<file path="src/rtl/bma_pkg.sv">
package bma_pkg;
  typedef enum logic [2:0] {
    TRK_IDLE,
    TRK_WIN,
    TRK_WAIT,
    TRK_XREQ,
    TRK_DONE
  } trk_state_t;

  typedef enum logic [1:0] {
    ARB_IDLE,
    ARB_XA,
    ARB_XB,
    ARB_CONF
  } arb_state_t;
endpackage

</file>
<file path="src/rtl/bma_port_tracker.sv">
module bma_port_tracker #(
  parameter int SETUP_CYC  = 2,
  parameter int WINDOW_CYC = 5
) (
  input  logic clk,
  input  logic rst,
  input  logic byp_n,
  input  logic stb_n,
  output logic xreq,
  output logic start_pulse,
  output logic quiet
);
  import bma_pkg::*;

  localparam int CW = $clog2(WINDOW_CYC + 1);
  localparam logic [CW-1:0] SETUP_V = CW'(SETUP_CYC);
  localparam logic [CW-1:0] WIN_V   = CW'(WINDOW_CYC);

  trk_state_t st;
  logic [CW-1:0] cnt;

  always_ff @(posedge clk) begin
    if (rst) begin
      st          <= TRK_IDLE;
      cnt         <= '0;
      start_pulse <= 1'b0;
    end else begin
      start_pulse <= 1'b0;
      case (st)
        TRK_IDLE: begin
          if (!byp_n) begin
            if (!stb_n) begin
              st <= TRK_WAIT;
            end else begin
              st  <= TRK_WIN;
              cnt <= CW'(1);
            end
          end
        end
        TRK_WIN: begin
          if (byp_n) begin
            st <= TRK_IDLE;
          end else if (!stb_n && cnt < WIN_V) begin
            st <= (cnt < SETUP_V) ? TRK_WAIT : TRK_XREQ;
          end else if (cnt == WIN_V) begin
            st          <= TRK_DONE;
            start_pulse <= 1'b1;
          end else begin
            cnt <= cnt + CW'(1);
          end
        end
        TRK_WAIT: if (byp_n) st <= TRK_IDLE;
        TRK_XREQ: begin
          if (byp_n)      st <= TRK_IDLE;
          else if (stb_n) st <= TRK_WAIT;
        end
        TRK_DONE: if (byp_n) st <= TRK_IDLE;
        default:  st <= TRK_IDLE;
      endcase
    end
  end

  assign xreq  = (st == TRK_XREQ);
  assign quiet = (st == TRK_IDLE) || (st == TRK_DONE);
endmodule

</file>
<file path="src/rtl/bma_lat_timer.sv">
module bma_lat_timer #(
  parameter int PASS_LAT_CYC = 3
) (
  input  logic clk,
  input  logic rst,
  input  logic run,
  output logic ready
);
  localparam int LW = $clog2(PASS_LAT_CYC + 1);
  localparam logic [LW-1:0] LAT_V = LW'(PASS_LAT_CYC);

  logic [LW-1:0] cnt;

  always_ff @(posedge clk) begin
    if (rst || !run) begin
      cnt   <= '0;
      ready <= 1'b0;
    end else if (!ready) begin
      cnt   <= cnt + LW'(1);
      ready <= (cnt + LW'(1)) >= LAT_V;
    end
  end
endmodule

</file>
<file path="src/rtl/bma_mode_fsm.sv">
module bma_mode_fsm #(
  parameter int PASS_LAT_CYC = 3
) (
  input  logic clk,
  input  logic rst,
  input  logic fifo_b_to_a,
  input  logic xreq_a,
  input  logic xreq_b,
  input  logic busy_a,
  input  logic busy_b,
  output logic xp_active,
  output logic xp_dir,
  output logic conflict,
  output logic oe_a,
  output logic oe_b,
  output logic idle
);
  import bma_pkg::*;

  arb_state_t st, nxt;
  logic dir_q;
  logic ready;

  always_comb begin
    nxt = st;
    case (st)
      ARB_IDLE: begin
        if (xreq_a && xreq_b) nxt = ARB_CONF;
        else if (xreq_a)      nxt = ARB_XA;
        else if (xreq_b)      nxt = ARB_XB;
      end
      ARB_XA: begin
        if (busy_b)       nxt = ARB_CONF;
        else if (!xreq_a) nxt = ARB_IDLE;
      end
      ARB_XB: begin
        if (busy_a)       nxt = ARB_CONF;
        else if (!xreq_b) nxt = ARB_IDLE;
      end
      ARB_CONF: if (!busy_a && !busy_b) nxt = ARB_IDLE;
      default:  nxt = ARB_IDLE;
    endcase
  end

  always_ff @(posedge clk) begin
    if (rst) begin
      st    <= ARB_IDLE;
      dir_q <= fifo_b_to_a;
    end else begin
      st    <= nxt;
      dir_q <= fifo_b_to_a;
    end
  end

  bma_lat_timer #(.PASS_LAT_CYC(PASS_LAT_CYC)) lat_i (
    .clk   (clk),
    .rst   (rst),
    .run   ((st == ARB_XA) || (st == ARB_XB)),
    .ready (ready)
  );

  always_comb begin
    case (st)
      ARB_XA:   begin oe_a = 1'b0;  oe_b = ready;  end
      ARB_XB:   begin oe_a = ready; oe_b = 1'b0;   end
      ARB_CONF: begin oe_a = 1'b0;  oe_b = 1'b0;   end
      default:  begin oe_a = dir_q; oe_b = !dir_q; end
    endcase
  end

  assign xp_active = (st == ARB_XA) || (st == ARB_XB);
  assign xp_dir    = (st == ARB_XB);
  assign conflict  = (st == ARB_CONF);
  assign idle      = (st == ARB_IDLE);
endmodule

</file>
<file path="src/rtl/bypass_mode_arbiter.sv">
module bypass_mode_arbiter #(
  parameter int SETUP_CYC    = 2,
  parameter int WINDOW_CYC   = 5,
  parameter int PASS_LAT_CYC = 3
) (
  input  logic clk,
  input  logic rst,
  input  logic fifo_b_to_a,
  input  logic byp_a_n,
  input  logic stb_a_n,
  input  logic byp_b_n,
  input  logic stb_b_n,
  output logic reg_start_a,
  output logic reg_start_b,
  output logic xp_active,
  output logic xp_dir,
  output logic conflict,
  output logic oe_a,
  output logic oe_b,
  output logic fifo_qual_a,
  output logic fifo_qual_b
);
  localparam int NPORT = 2;

  logic [NPORT-1:0] byp_v, stb_v, xreq_v, start_v, quiet_v, busy_v;
  logic arb_idle;

  assign byp_v = {byp_b_n, byp_a_n};
  assign stb_v = {stb_b_n, stb_a_n};

  for (genvar p = 0; p < NPORT; p++) begin : g_port
    bma_port_tracker #(
      .SETUP_CYC  (SETUP_CYC),
      .WINDOW_CYC (WINDOW_CYC)
    ) trk_i (
      .clk         (clk),
      .rst         (rst),
      .byp_n       (byp_v[p]),
      .stb_n       (stb_v[p]),
      .xreq        (xreq_v[p]),
      .start_pulse (start_v[p]),
      .quiet       (quiet_v[p])
    );
    assign busy_v[p] = !byp_v[p] || !stb_v[p];
  end

  bma_mode_fsm #(.PASS_LAT_CYC(PASS_LAT_CYC)) fsm_i (
    .clk         (clk),
    .rst         (rst),
    .fifo_b_to_a (fifo_b_to_a),
    .xreq_a      (xreq_v[0]),
    .xreq_b      (xreq_v[1]),
    .busy_a      (busy_v[0]),
    .busy_b      (busy_v[1]),
    .xp_active   (xp_active),
    .xp_dir      (xp_dir),
    .conflict    (conflict),
    .oe_a        (oe_a),
    .oe_b        (oe_b),
    .idle        (arb_idle)
  );

  assign reg_start_a = start_v[0];
  assign reg_start_b = start_v[1];
  assign fifo_qual_a = quiet_v[0] && arb_idle;
  assign fifo_qual_b = quiet_v[1] && arb_idle;
endmodule

</file>
<file path="config.mk">
export PLATFORM = sky130hd
export DESIGN_NAME = bypass_mode_arbiter
export DESIGN_NICKNAME = d
export VERILOG_FILES = /design/src/rtl/bma_pkg.sv /design/src/rtl/bma_port_tracker.sv /design/src/rtl/bma_lat_timer.sv /design/src/rtl/bma_mode_fsm.sv /design/src/rtl/bypass_mode_arbiter.sv
export SDC_FILE = /design/constraint.sdc
export NUM_CORES = 1
export LEC_CHECK = 0
export ABC_AREA = 1
export BUFFER_PORTS_ARGS = -buffer_cell sky130_fd_sc_hd__clkbuf_2
export CORE_AREA = 2 2 59 61
export DETAILED_ROUTE_END_ITERATION = 10
export DIE_AREA = 0 0 61 63
export GPL_ROUTABILITY_DRIVEN = 0
export SYNTH_ARGS = -nofsm -noshare
export SYNTH_HDL_FRONTEND = slang
export SYNTH_SLANG_ARGS = --single-unit
export TNS_END_PERCENT = 50
</file>
<file path="constraint.sdc">
create_clock -name clk -period 2.35 [get_ports clk]
set_input_delay 0.47 -clock clk [delete_from_list [all_inputs] [get_ports clk]]
set_output_delay 0.47 -clock clk [all_outputs]
set_load 0.005 [all_outputs]
</file>
==> impl_metrics.xml, run 1 <==
<?xml version="1.0" encoding="UTF-8"?>
<metrics>
  <group name="drt">
    <metric name="routedWlPerCell" unit="um">10.4</metric>
    <metric name="drtIter0Drc" unit="">66</metric>
    <metric name="drc_errors" unit="">0</metric>
    <metric name="viasPerCell" unit="">4.80</metric>
    <metric name="totalWireLength" unit="um">2840</metric>
    <metric name="route.antenna.remaining_nets" unit="">0</metric>
    <metric name="drt_first_pass_iters" unit="">4</metric>
    <metric name="routed-via-count" unit="">1315</metric>
  </group>
  <group name="pwr">
    <metric name="p_per_area" unit="nW/um^2">703</metric>
    <metric name="power.net_switching" unit="uW">417</metric>
    <metric name="vdd_ir_drop_max" unit="V">0.000338</metric>
    <metric name="total_leakage_power" unit="uW">0.000754</metric>
    <metric name="seq_power_share" unit="">0.403</metric>
    <metric name="p_int" unit="uW">639</metric>
    <metric name="pwr-share-clk" unit="">0.192</metric>
    <metric name="power.share.switching" unit="">0.395</metric>
    <metric name="combinationalPowerShare" unit="">0.405</metric>
    <metric name="finalPower" unit="uW">1060</metric>
  </group>
  <group name="clock_network">
    <metric name="cts-root-to-sink-buffers" unit="">2</metric>
    <metric name="worst_setup_hold_path_clk_slew" unit="ns">0.12</metric>
    <metric name="postCtsHoldBufs" unit="">0</metric>
    <metric name="cts_tree" unit="">yes</metric>
    <metric name="cts_inserted_buffers" unit="">3</metric>
    <metric name="post_cts_resized" unit="">0</metric>
    <metric name="htreeDepth" unit="">1</metric>
    <metric name="tritoncts_num_sinks" unit="">20</metric>
    <metric name="postCtsSetupRepairBufs" unit="">0</metric>
    <metric name="clock_latency" unit="ns">0.31</metric>
    <metric name="clock_tree.root_cell" unit="">sky130_fd_sc_hd__clkbuf_4</metric>
  </group>
  <group name="hold_path">
    <metric name="holdCritPathClass" unit="">primary input to flop</metric>
    <metric name="worst_hold_path.endpoint" unit="">fsm_i.dir_q</metric>
    <metric name="whs_path_depth" unit="">1</metric>
    <metric name="worst_hold_startpoint" unit="">fifo_b_to_a</metric>
  </group>
  <group name="placement">
    <metric name="placed_instances" unit="">270</metric>
    <metric name="io_buffer_count" unit="">15</metric>
    <metric name="placement_stage_worst_setup_slack" unit="ns">0.808</metric>
    <metric name="place.detailed.hpwl" unit="um">2260</metric>
    <metric name="place_area" unit="um^2">1470</metric>
  </group>
  <group name="flow_run">
    <metric name="cap_viol_max_count" unit="">0</metric>
  </group>
  <group name="floorplan">
    <metric name="placementRows" unit="">21</metric>
    <metric name="core" unit="um^2">3230</metric>
    <metric name="initial_utilization" unit="">0.415</metric>
    <metric name="die-area" unit="um^2">3840</metric>
    <metric name="die_width" unit="um">61</metric>
    <metric name="height_of_the_chip" unit="um">63</metric>
    <metric name="ioPinCount" unit="">16</metric>
  </group>
  <group name="grt">
    <metric name="grt_max_degree" unit="">16</metric>
    <metric name="grt_pass1_wl" unit="um">4680</metric>
    <metric name="grt_antenna_before_repair" unit="">0</metric>
    <metric name="first_global_vias" unit="">1075</metric>
    <metric name="grtUsageTotal" unit="">0.159</metric>
    <metric name="gr-total-overflow" unit="">0</metric>
  </group>
  <group name="synthesis">
    <metric name="synth.ff_latch_count" unit="">20</metric>
    <metric name="syn_area" unit="um^2">1340</metric>
    <metric name="synth_warnings" unit="">0</metric>
    <metric name="synth_sequential_area_ratio" unit="">0.298</metric>
    <metric name="postSynthNetCount" unit="">228</metric>
    <metric name="postSynthAreaPerCell" unit="um^2">6.36</metric>
    <metric name="synth_cell_types" unit="">21</metric>
    <metric name="gate_count_post_synth" unit="">211</metric>
  </group>
  <group name="layout">
    <metric name="fin_area" unit="um^2">1500</metric>
    <metric name="synthesis_to_finish_area_growth" unit="%">11.9</metric>
    <metric name="post_layout_nonfiller_instances" unit="">274</metric>
    <metric name="fillerInstances" unit="">358</metric>
    <metric name="post_route_cells_drive_above_1_share" unit="">0.145</metric>
    <metric name="fin_nets" unit="">246</metric>
    <metric name="diodes" unit="">0</metric>
  </group>
  <group name="critical_path">
    <metric name="worst_setup_path_end_kind" unit="">output pin</metric>
    <metric name="cp_data_required_time" unit="ns">1.88</metric>
    <metric name="r2r-start" unit="">g_port[0].trk_i.cnt[1]</metric>
    <metric name="biggest_fanout_along_the_worst_timing_path" unit="">5</metric>
    <metric name="ff2ff_setup_slack" unit="ns">0.93</metric>
    <metric name="worst-r2r-cell-count" unit="">8</metric>
    <metric name="worst-setup-path-type" unit="">flop to output pin</metric>
    <metric name="critical_path_arrival" unit="ns">1.42</metric>
    <metric name="critPathLaunchType" unit="">flop</metric>
    <metric name="regToRegEndpoint" unit="">g_port[0].trk_i.cnt[1]</metric>
  </group>
  <group name="sta">
    <metric name="slew_viol_final" unit="">0</metric>
    <metric name="final_period_minus_worst_setup_slack" unit="ns">1.89</metric>
    <metric name="setup-violations-final" unit="">0</metric>
    <metric name="tightest_slew_margin_relative_to_the_limit" unit="">0.782</metric>
    <metric name="hold_violations" unit="">0</metric>
    <metric name="timing.setup.tns" unit="ns">0</metric>
    <metric name="worst_slew_pin_tran" unit="ns">0.327</metric>
    <metric name="fmax" unit="MHz">530</metric>
    <metric name="grt_setup_unrepaired" unit="">no</metric>
    <metric name="skew" unit="ns">0.00727</metric>
    <metric name="layout_setup_ws" unit="ns">0.464</metric>
    <metric name="final_min_period_over_clock_period" unit="">0.803</metric>
  </group>
  <group name="run_status">
    <metric name="status" unit="">finished, final reports clean</metric>
  </group>
</metrics>
[cell type report]
cell class	count	area, um^2	area share
clock buffer	4	36.3	0.0241
inverter	31	116	0.0774
timing repair buffer	15	75.1	0.0500
sequential	20	400	0.266
multi-input combinational	158	817	0.544
tap	46	57.6	0.0383
[logic make-up after synthesis]
family / count (synthesis) / share of synthesized area
adders and majority gates: 10 / 0.0932
DFF: 20 / 0.298
AOI/OAI and AO/OA: 27 / 0.104
and+or+nand+nor: 118 / 0.391
xor gates and xnor gates: 3 / 0.0196
buffers and inverters: 33 / 0.0932
[Yosys cell counts]
library cell	instances	area, um^2
sky130_fd_sc_hd__dfxtp_1	20	400
sky130_fd_sc_hd__nand3_1	22	110
sky130_fd_sc_hd__nor2_1	30	113
sky130_fd_sc_hd__nand2_1	50	188
sky130_fd_sc_hd__nor3_1	3	15.0
sky130_fd_sc_hd__inv_1	27	101
sky130_fd_sc_hd__nand2_2	2	12.5
sky130_fd_sc_hd__a211oi_1	1	7.51
sky130_fd_sc_hd__nor2_2	3	18.8
sky130_fd_sc_hd__nand4_1	3	18.8
sky130_fd_sc_hd__xnor2_1	1	8.76
sky130_fd_sc_hd__o21ai_1	9	45.0
sky130_fd_sc_hd__nand3_2	5	50.1
sky130_fd_sc_hd__ha_1	10	125
sky130_fd_sc_hd__a21oi_1	10	50.1
sky130_fd_sc_hd__clkbuf_1	1	3.75
sky130_fd_sc_hd__inv_2	4	15.0
sky130_fd_sc_hd__o21ai_0	6	30.0
sky130_fd_sc_hd__buf_2	1	5.00
sky130_fd_sc_hd__o211ai_1	1	7.51
sky130_fd_sc_hd__xor2_1	2	17.5
[layer usage]
layer,wire (um),GRT usage
met3,78,0.0248
met2,1290,0.245
met1,1430,0.219
met4,40,0.0571
met5,0,0
[metrics by stage]
step | util | hold WS (ns)
after floorplan | - | 0.436
after global placement | 0.454 | 0.451
after detailed placement | 0.454 | 0.450
after CTS | 0.465 | 0.245
after global routing | 0.465 | 0.240
final | 0.465 | 0.252
[critical path, cell delays in order, from the launching register on]
cell and delay (ns):
sky130_fd_sc_hd__dfxtp_1 0.40, sky130_fd_sc_hd__inv_1 0.10, sky130_fd_sc_hd__ha_1 0.23, sky130_fd_sc_hd__inv_1 0.11, sky130_fd_sc_hd__nand3_1 0.07, sky130_fd_sc_hd__o21ai_0 0.08, sky130_fd_sc_hd__clkbuf_2 0.13
[sequential cells by signal, summed over array words and instances, names as in the netlist]
signal,count
g_port.trk_i.cnt,6
g_port.trk_i.st,6
fsm_i.lat_i.cnt,2
fsm_i.st,2
g_port.trk_i.start_pulse,2
fsm_i.dir_q,1
fsm_i.lat_i.ready,1
[worst max path at each step]
stage	startpoint	endpoint	depth (start not counted)
floorplan	fsm_i.st[0]	oe_b	5
global placement	fsm_i.st[0]	oe_b	6
detailed placement	fsm_i.st[0]	oe_b	6
CTS	fsm_i.st[0]	oe_b	6
global route	fsm_i.st[1]	oe_b	6
finish	fsm_i.st[0]	oe_b	6
[layout by cell type, fill, tap and decap left out, types with 2 or more instances in the layout]
cell type	count
sky130_fd_sc_hd__o21ai_1	9
sky130_fd_sc_hd__nor2_1	30
sky130_fd_sc_hd__a21oi_1	10
sky130_fd_sc_hd__inv_1	27
sky130_fd_sc_hd__nand2_1	50
sky130_fd_sc_hd__ha_1	10
sky130_fd_sc_hd__nand3_2	5
sky130_fd_sc_hd__clkbuf_4	3
sky130_fd_sc_hd__o21ai_0	6
sky130_fd_sc_hd__nand2_2	2
sky130_fd_sc_hd__nand3_1	22
sky130_fd_sc_hd__inv_2	4
sky130_fd_sc_hd__xor2_1	2
sky130_fd_sc_hd__nor2_2	3
sky130_fd_sc_hd__dfxtp_1	20
sky130_fd_sc_hd__nand4_1	3
sky130_fd_sc_hd__nor3_1	3
sky130_fd_sc_hd__clkbuf_2	15
[power by group through the flow]
stage	registers, uW	clock network, uW	logic [uW]
after floorplan	423	0	313
after CTS	426	216	430
final	426	203	427
after global routing	434	230	498
after detailed placement	433	0	429
after global placement	433	0	428
Power figures use the tool's default switching activity.
==> run 2, diff against run 1 <==
--- a/config.mk
+++ b/config.mk
@@ -5,11 +5,11 @@
 export SDC_FILE = /design/constraint.sdc
 export NUM_CORES = 1
 export LEC_CHECK = 0
-export ABC_AREA = 1
+export ABC_AREA = 0
 export BUFFER_PORTS_ARGS = -buffer_cell sky130_fd_sc_hd__clkbuf_2
-export CORE_AREA = 2 2 59 61
+export CORE_AREA = 2 2 60 62
 export DETAILED_ROUTE_END_ITERATION = 10
-export DIE_AREA = 0 0 61 63
+export DIE_AREA = 0 0 62 64
 export GPL_ROUTABILITY_DRIVEN = 0
 export SYNTH_ARGS = -nofsm -noshare
 export SYNTH_HDL_FRONTEND = slang
==> constraint.sdc (replaced) <==
create_clock -name clk -period 1.86 [get_ports clk]
set_input_delay 0.372 -clock clk [delete_from_list [all_inputs] [get_ports clk]]
set_output_delay 0.372 -clock clk [all_outputs]
set_load 0.005 [all_outputs]
==> run 2 against run 1 <==
- wire length increased by 1.2%
- critical path depth fell by 1
- global-route usage rose by 0.82 points
- utilization fell by 0.74 points
- clock skew is 0.0043 ns lower
- count of clock-buffer cells in the layout unchanged
- via count down 6.9%
- register-to-register slack lost 0.72 ns
- largest cell class unchanged
- die area rose by 3.3%
- sequential power increased by 22%
- worst hold slack lost 0.10 ns
- cell count decreased by 17%
==> impl_metrics.xml, run 2 <==
<?xml version="1.0" encoding="UTF-8"?>
<metrics>
  <group name="clock_network">
    <metric name="tritoncts_num_sinks" unit="">20</metric>
    <metric name="postCtsSetupRepairBufs" unit="">0</metric>
    <metric name="clock_latency" unit="ns">0.31</metric>
    <metric name="post_cts_resized" unit="">1</metric>
    <metric name="postCtsHoldBufs" unit="">0</metric>
    <metric name="cts_tree" unit="">yes</metric>
    <metric name="cts_inserted_buffers" unit="">3</metric>
    <metric name="clock_tree.root_cell" unit="">sky130_fd_sc_hd__clkbuf_4</metric>
    <metric name="htreeDepth" unit="">1</metric>
    <metric name="cts-root-to-sink-buffers" unit="">2</metric>
    <metric name="worst_setup_hold_path_clk_slew" unit="ns">0.12</metric>
  </group>
  <group name="floorplan">
    <metric name="die_width" unit="um">62</metric>
    <metric name="die-area" unit="um^2">3970</metric>
    <metric name="placementRows" unit="">21</metric>
    <metric name="height_of_the_chip" unit="um">64</metric>
    <metric name="ioPinCount" unit="">16</metric>
    <metric name="core" unit="um^2">3280</metric>
    <metric name="initial_utilization" unit="">0.417</metric>
  </group>
  <group name="layout">
    <metric name="layout_common_cells" unit="">sky130_fd_sc_hd__nor2_1, sky130_fd_sc_hd__dfxtp_1, sky130_fd_sc_hd__nand2_1</metric>
    <metric name="fin_nets" unit="">199</metric>
    <metric name="post_route_cells_drive_above_1_share" unit="">0.155</metric>
    <metric name="diodes" unit="">0</metric>
    <metric name="synthesis_to_finish_area_growth" unit="%">9.78</metric>
    <metric name="seqCellArea" unit="um^2">403</metric>
    <metric name="layout_top_registers" unit="">g_port.trk_i.cnt x6, g_port.trk_i.st x6</metric>
    <metric name="multiInputGateArea" unit="um^2">871</metric>
    <metric name="fillerInstances" unit="">333</metric>
  </group>
  <group name="flow_run">
    <metric name="cap_viol_max_count" unit="">0</metric>
  </group>
  <group name="synthesis">
    <metric name="synth_cell_types" unit="">49</metric>
    <metric name="gate_count_post_synth" unit="">170</metric>
    <metric name="ys_top_cells_by_area" unit="">sky130_fd_sc_hd__dfxtp_1, sky130_fd_sc_hd__ha_1, sky130_fd_sc_hd__nor2_1</metric>
    <metric name="post_synth_most_frequent_cells" unit="">sky130_fd_sc_hd__dfxtp_1, sky130_fd_sc_hd__nor2_1, sky130_fd_sc_hd__nand2_1</metric>
    <metric name="syn_area" unit="um^2">1370</metric>
    <metric name="synthArstFlopShare" unit="">0</metric>
    <metric name="synth.largest_area_cell" unit="">sky130_fd_sc_hd__dfxtp_1</metric>
    <metric name="postSynthNetCount" unit="">187</metric>
    <metric name="synth_sequential_area_ratio" unit="">0.293</metric>
    <metric name="synth-edff-count" unit="">0</metric>
    <metric name="most_frequently_used_flop_master_after_synthesis" unit="">sky130_fd_sc_hd__dfxtp_1</metric>
    <metric name="synthMostInstantiatedCell" unit="">sky130_fd_sc_hd__dfxtp_1</metric>
    <metric name="synth_warnings" unit="">0</metric>
    <metric name="synth.ff_latch_count" unit="">20</metric>
    <metric name="postSynthAreaPerCell" unit="um^2">8.05</metric>
    <metric name="synth.top_cell.area_share" unit="">0.293</metric>
  </group>
  <group name="grt">
    <metric name="gr-total-overflow" unit="">0</metric>
    <metric name="grt_pass1_wl" unit="um">5130</metric>
    <metric name="grtUsageTotal" unit="">0.167</metric>
    <metric name="grt_antenna_before_repair" unit="">0</metric>
    <metric name="grt_max_degree" unit="">13</metric>
    <metric name="first_global_vias" unit="">1158</metric>
  </group>
  <group name="sta">
    <metric name="slew_viol_final" unit="">0</metric>
    <metric name="setup-violations-final" unit="">0</metric>
    <metric name="grt_setup_unrepaired" unit="">no</metric>
    <metric name="hold_violations" unit="">0</metric>
    <metric name="timing.setup.tns" unit="ns">0</metric>
    <metric name="tightest_slew_margin_relative_to_the_limit" unit="">0.731</metric>
    <metric name="final_period_minus_worst_setup_slack" unit="ns">1.76</metric>
    <metric name="fmax" unit="MHz">568</metric>
    <metric name="layout_setup_ws" unit="ns">0.0992</metric>
    <metric name="final_min_period_over_clock_period" unit="">0.947</metric>
    <metric name="skew" unit="ns">0.00298</metric>
    <metric name="holdWs" unit="ns">0.152</metric>
    <metric name="worst_slew_pin_tran" unit="ns">0.403</metric>
  </group>
  <group name="pwr">
    <metric name="finalPower" unit="uW">1160</metric>
    <metric name="vdd_ir_drop_max" unit="V">0.000420</metric>
    <metric name="total_leakage_power" unit="uW">0.000587</metric>
    <metric name="p_per_area" unit="nW/um^2">773</metric>
  </group>
  <group name="drt">
    <metric name="viasPerCell" unit="">5.39</metric>
    <metric name="drtIter0Drc" unit="">111</metric>
    <metric name="drc_errors" unit="">0</metric>
    <metric name="drt_first_pass_iters" unit="">4</metric>
    <metric name="routed-via-count" unit="">1224</metric>
    <metric name="routedWlPerCell" unit="um">12.7</metric>
    <metric name="route.antenna.remaining_nets" unit="">0</metric>
    <metric name="totalWireLength" unit="um">2880</metric>
  </group>
  <group name="critical_path">
    <metric name="worstPathCellList" unit="">inv_1, ha_2, inv_1, o21ai_0, clkbuf_2</metric>
    <metric name="regToRegEndpoint" unit="">g_port[1].trk_i.cnt[2]</metric>
    <metric name="worst-r2r-cell-count" unit="">6</metric>
    <metric name="worst_setup_path_end_kind" unit="">output pin</metric>
    <metric name="critical_path_arrival" unit="ns">1.39</metric>
    <metric name="worstSetupStartpoint" unit="">fsm_i.st[0]</metric>
    <metric name="critPathSlowestCell" unit="">sky130_fd_sc_hd__dfxtp_2</metric>
    <metric name="critPathLaunchType" unit="">flop</metric>
    <metric name="cpPeakStageDelay" unit="ns">0.36</metric>
    <metric name="biggest_fanout_along_the_worst_timing_path" unit="">5</metric>
    <metric name="r2r-start" unit="">g_port[1].trk_i.cnt[1]</metric>
    <metric name="cp_data_required_time" unit="ns">1.49</metric>
    <metric name="ff2ff_setup_slack" unit="ns">0.21</metric>
    <metric name="worst-setup-path-type" unit="">flop to output pin</metric>
    <metric name="worstSetupEndpoint" unit="">oe_b</metric>
    <metric name="critical_path.most_common_cell" unit="">sky130_fd_sc_hd__inv_1</metric>
  </group>
  <group name="hold_path">
    <metric name="whs_path_depth" unit="">1</metric>
    <metric name="holdCritPathClass" unit="">primary input to flop</metric>
  </group>
  <group name="placement">
    <metric name="io_buffer_count" unit="">15</metric>
    <metric name="placement_stage_worst_setup_slack" unit="ns">0.245</metric>
    <metric name="place.detailed.hpwl" unit="um">2130</metric>
  </group>
  <group name="run_status">
    <metric name="status" unit="">finished, final reports clean</metric>
  </group>
</metrics>
==> run 2: changes by cell type in the layout (fill, tap and decap cells not counted), sizes merged, moves of 3 or more <==
cell / previous run / this run
o31ai: 0 / 3
o21ai: 15 / 10
nand3: 27 / 7
nand2: 52 / 16
o21a: 0 / 3
mux2i: 0 / 4
nor2: 33 / 18
nor3b: 0 / 3
inv: 31 / 12
and2: 0 / 3
==> run 2: logic make-up (layout without fill, tap and decap cells) <==
kind of cell,after synthesis,count (layout),synth area share
buffers and inverters,22,33,0.0731
multiplexers,4,4,0.0293
AO/OA/AOI/OAI,43,43,0.216
XOR/XNOR,3,3,0.0192
flip-flops,20,20,0.293
adder cells (fa/ha/maj),10,10,0.0914
AND/OR/NAND/NOR,68,68,0.279
==> run 2: how the worst min path moves through the flow <==
| stage | from | end |
|---|---|---|
| after floorplan | fifo_b_to_a | fsm_i.dir_q |
| after global placement | fsm_i.lat_i.cnt[1] | fsm_i.lat_i.cnt[1] |
| after detailed placement | fifo_b_to_a | fsm_i.dir_q |
| after CTS | fifo_b_to_a | fsm_i.dir_q |
| after global routing | fifo_b_to_a | fsm_i.dir_q |
| final | fifo_b_to_a | fsm_i.dir_q |
==> run 2: per-layer routing <==
metal	up-vias	part of all wire	global-route usage
met4	0	0.013	0.0718
li1	633	-	-
met2	25	0.45	0.254
met3	4	0.032	0.0182
met1	562	0.50	0.232
met5	-	0	0
==> run 2: stage by stage <==
step | cells | cell area, um^2 | utilization
floorplan | 170 | 1370 | -
global placement | 223 | 1460 | 0.445
detailed placement | 223 | 1460 | 0.445
CTS | 227 | 1500 | 0.456
global route | 227 | 1500 | 0.458
finish | 227 | 1500 | 0.458
==> run 2: power by group <==
part / switching (uW) / internal, uW
Clock: 142 / 120
Combinational: 202 / 177
Sequential: 54.2 / 466
==> run 2: final cells by class <==
class                      count  area share
sequential                    20       0.268
multi-input combinational    128       0.580
clock buffer                   4      0.0241
tap                           46      0.0383
inverter                      12      0.0300
timing repair buffer          17      0.0600
==> run 2: critical path, delay by kind of cell (launching register included) <==
kind                       cells  cell delay [ns]
AOI/OAI and AO/OA              1             0.19
adders and majority gates      1             0.23
buffers and inverters          3             0.31
DFF                            1             0.36
==> run 3, diff against run 2 <==
--- a/config.mk
+++ b/config.mk
@@ -11,6 +11,7 @@
 export DETAILED_ROUTE_END_ITERATION = 10
 export DIE_AREA = 0 0 62 64
 export GPL_ROUTABILITY_DRIVEN = 0
+export REMOVE_ABC_BUFFERS = 1
 export SYNTH_ARGS = -nofsm -noshare
 export SYNTH_HDL_FRONTEND = slang
 export SYNTH_SLANG_ARGS = --single-unit
==> run 3 against run 2 <==
- sequential share of layout area about the same
- first-iteration DRC count down 56%
- cell area up 0.50%
- cell count down 0.44%
- fmax down 0.85%
- worst setup slack worse by 0.015 ns
==> impl_metrics.xml, run 3 (synthesis results as in run 2) <==
<?xml version="1.0" encoding="UTF-8"?>
<metrics>
  <group name="sta">
    <metric name="final_period_minus_worst_setup_slack" unit="ns">1.78</metric>
    <metric name="setup-violations-final" unit="">0</metric>
    <metric name="grt_setup_unrepaired" unit="">no</metric>
    <metric name="final_min_period_over_clock_period" unit="">0.955</metric>
    <metric name="tightest_slew_margin_relative_to_the_limit" unit="">0.740</metric>
    <metric name="worst_slew_pin_tran" unit="ns">0.380</metric>
    <metric name="hold_violations" unit="">0</metric>
    <metric name="slew_viol_final" unit="">0</metric>
    <metric name="fmax" unit="MHz">563</metric>
    <metric name="timing.setup.tns" unit="ns">0</metric>
    <metric name="skew" unit="ns">0.0182</metric>
  </group>
  <group name="critical_path">
    <metric name="cp_data_required_time" unit="ns">1.49</metric>
    <metric name="critical_path_arrival" unit="ns">1.40</metric>
    <metric name="biggest_fanout_along_the_worst_timing_path" unit="">5</metric>
    <metric name="critPathLaunchType" unit="">flop</metric>
    <metric name="worst_setup_path_end_kind" unit="">output pin</metric>
    <metric name="worst-setup-path-type" unit="">flop to output pin</metric>
  </group>
  <group name="grt">
    <metric name="first_global_vias" unit="">1159</metric>
    <metric name="grtUsageTotal" unit="">0.168</metric>
    <metric name="gr-total-overflow" unit="">0</metric>
    <metric name="grt_antenna_before_repair" unit="">0</metric>
    <metric name="grt_pass1_wl" unit="um">5120</metric>
    <metric name="grt_max_degree" unit="">16</metric>
  </group>
  <group name="clock_network">
    <metric name="worst_setup_hold_path_clk_slew" unit="ns">0.13</metric>
    <metric name="postCtsHoldBufs" unit="">0</metric>
    <metric name="postCtsSetupRepairBufs" unit="">0</metric>
    <metric name="tritoncts_num_sinks" unit="">20</metric>
    <metric name="clock_latency" unit="ns">0.32</metric>
    <metric name="cts_tree" unit="">yes</metric>
    <metric name="cts-root-to-sink-buffers" unit="">2</metric>
    <metric name="cts_inserted_buffers" unit="">3</metric>
    <metric name="htreeDepth" unit="">1</metric>
    <metric name="clock_tree.root_cell" unit="">sky130_fd_sc_hd__clkbuf_4</metric>
  </group>
  <group name="layout">
    <metric name="seqCellArea" unit="um^2">405</metric>
    <metric name="post_layout_nonfiller_instances" unit="">226</metric>
    <metric name="multiInputGateArea" unit="um^2">883</metric>
    <metric name="post_route_cells_drive_above_1_share" unit="">0.161</metric>
    <metric name="layout_common_cells" unit="">sky130_fd_sc_hd__nor2_1, sky130_fd_sc_hd__dfxtp_1, sky130_fd_sc_hd__nand2_1</metric>
    <metric name="synthesis_to_finish_area_growth" unit="%">10.3</metric>
    <metric name="fin_nets" unit="">198</metric>
    <metric name="fillerInstances" unit="">335</metric>
    <metric name="layout_top_registers" unit="">g_port.trk_i.cnt x6, g_port.trk_i.st x6</metric>
    <metric name="diodes" unit="">0</metric>
  </group>
  <group name="placement">
    <metric name="place.detailed.hpwl" unit="um">2170</metric>
    <metric name="placed_instances" unit="">222</metric>
    <metric name="io_buffer_count" unit="">15</metric>
  </group>
  <group name="floorplan">
    <metric name="placementRows" unit="">21</metric>
    <metric name="die-area" unit="um^2">3970</metric>
    <metric name="height_of_the_chip" unit="um">64</metric>
    <metric name="ioPinCount" unit="">16</metric>
    <metric name="initial_utilization" unit="">0.417</metric>
    <metric name="die_width" unit="um">62</metric>
    <metric name="core" unit="um^2">3280</metric>
  </group>
  <group name="pwr">
    <metric name="p_per_area" unit="nW/um^2">780</metric>
    <metric name="total_leakage_power" unit="uW">0.000583</metric>
    <metric name="finalPower" unit="uW">1180</metric>
    <metric name="vdd_ir_drop_max" unit="V">0.000446</metric>
  </group>
  <group name="drt">
    <metric name="drc_errors" unit="">0</metric>
    <metric name="viasPerCell" unit="">5.42</metric>
    <metric name="drt_first_pass_iters" unit="">4</metric>
    <metric name="routed-via-count" unit="">1226</metric>
    <metric name="routedWlPerCell" unit="um">12.9</metric>
    <metric name="route.antenna.remaining_nets" unit="">0</metric>
    <metric name="drtIter0Drc" unit="">49</metric>
    <metric name="totalWireLength" unit="um">2920</metric>
  </group>
  <group name="run_status">
    <metric name="status" unit="">finished, final reports clean</metric>
  </group>
  <group name="flow_run">
    <metric name="cap_viol_max_count" unit="">0</metric>
  </group>
  <group name="hold_path">
    <metric name="holdCritPathClass" unit="">primary input to flop</metric>
  </group>
</metrics>
==> run 3: cell count changes in the layout (fill, tap and decap cells not counted) <==
cell	before	now
sky130_fd_sc_hd__inv_2	0	1
sky130_fd_sc_hd__buf_4	2	1
sky130_fd_sc_hd__ha_1	9	8
sky130_fd_sc_hd__inv_1	12	11
sky130_fd_sc_hd__o21ai_0	8	7
sky130_fd_sc_hd__dfxtp_4	0	1
sky130_fd_sc_hd__o21ai_1	2	3
sky130_fd_sc_hd__ha_4	0	1
sky130_fd_sc_hd__dfxtp_2	2	1
==> run 3: final cells by class <==
| cell class | instances | area share |
|---|---|---|
| multi-input combinational | 128 | 0.585 |
| sequential | 20 | 0.268 |
| timing repair buffer | 16 | 0.0547 |
| tap | 46 | 0.0381 |
| inverter | 12 | 0.0298 |
| clock buffer | 4 | 0.0240 |
==> run 3: power by group <==
group,leakage (uW),internal [uW],switching (uW)
registers,0.000164,467,58.2
clock network,0.0000210,120,146
logic,0.000398,182,205
total,0.000583,769,409
==> run 3: path summary, 6_finish.rpt <==
path | from | cells after the start | slack, ns | end
hold / removal | fifo_b_to_a | 1 | 0.14 | fsm_i.dir_q
setup / recovery | fsm_i.st[0] | 5 | 0.08 | oe_b
setup reg to reg | g_port[1].trk_i.cnt[1] | 6 | 0.21 | g_port[1].trk_i.cnt[2]
hold reg to reg | fsm_i.lat_i.cnt[1] | 2 | 0.51 | fsm_i.lat_i.cnt[1]
==> run 3: stage by stage <==
stage | hold slack, ns | setup WS [ns] | cell area, um^2 | utilization
floorplan | 0.400 | 0.365 | 1310 | -
global placement | 0.473 | 0.302 | 1450 | 0.443
detailed placement | 0.478 | 0.247 | 1450 | 0.443
CTS | 0.141 | 0.0366 | 1490 | 0.454
global route | 0.129 | 0.00248 | 1510 | 0.460
finish | 0.142 | 0.0842 | 1510 | 0.460
==> run 3: repair_timing <==
action                     in CTS  in global routing
setup endpoints to repair       1                  2
resized for setup               1                  7
pin swaps                       0                  0
==> run 3: critical path, stage by stage (launching register included) <==
cell,delay (ns)
sky130_fd_sc_hd__dfxtp_4,0.38
sky130_fd_sc_hd__inv_2,0.09
sky130_fd_sc_hd__ha_2,0.23
sky130_fd_sc_hd__inv_1,0.07
sky130_fd_sc_hd__o21ai_0,0.17
sky130_fd_sc_hd__clkbuf_2,0.14
==> run 3: routing by layer <==
metal / vias to the layer above / track usage / routed length (um)
li1: 637 / - / -
met1: 562 / 0.228 / 1410
met2: 20 / 0.254 / 1360
met3: 7 / 0.0324 / 89
met4: 0 / 0.0718 / 61
met5: - / 0 / 0
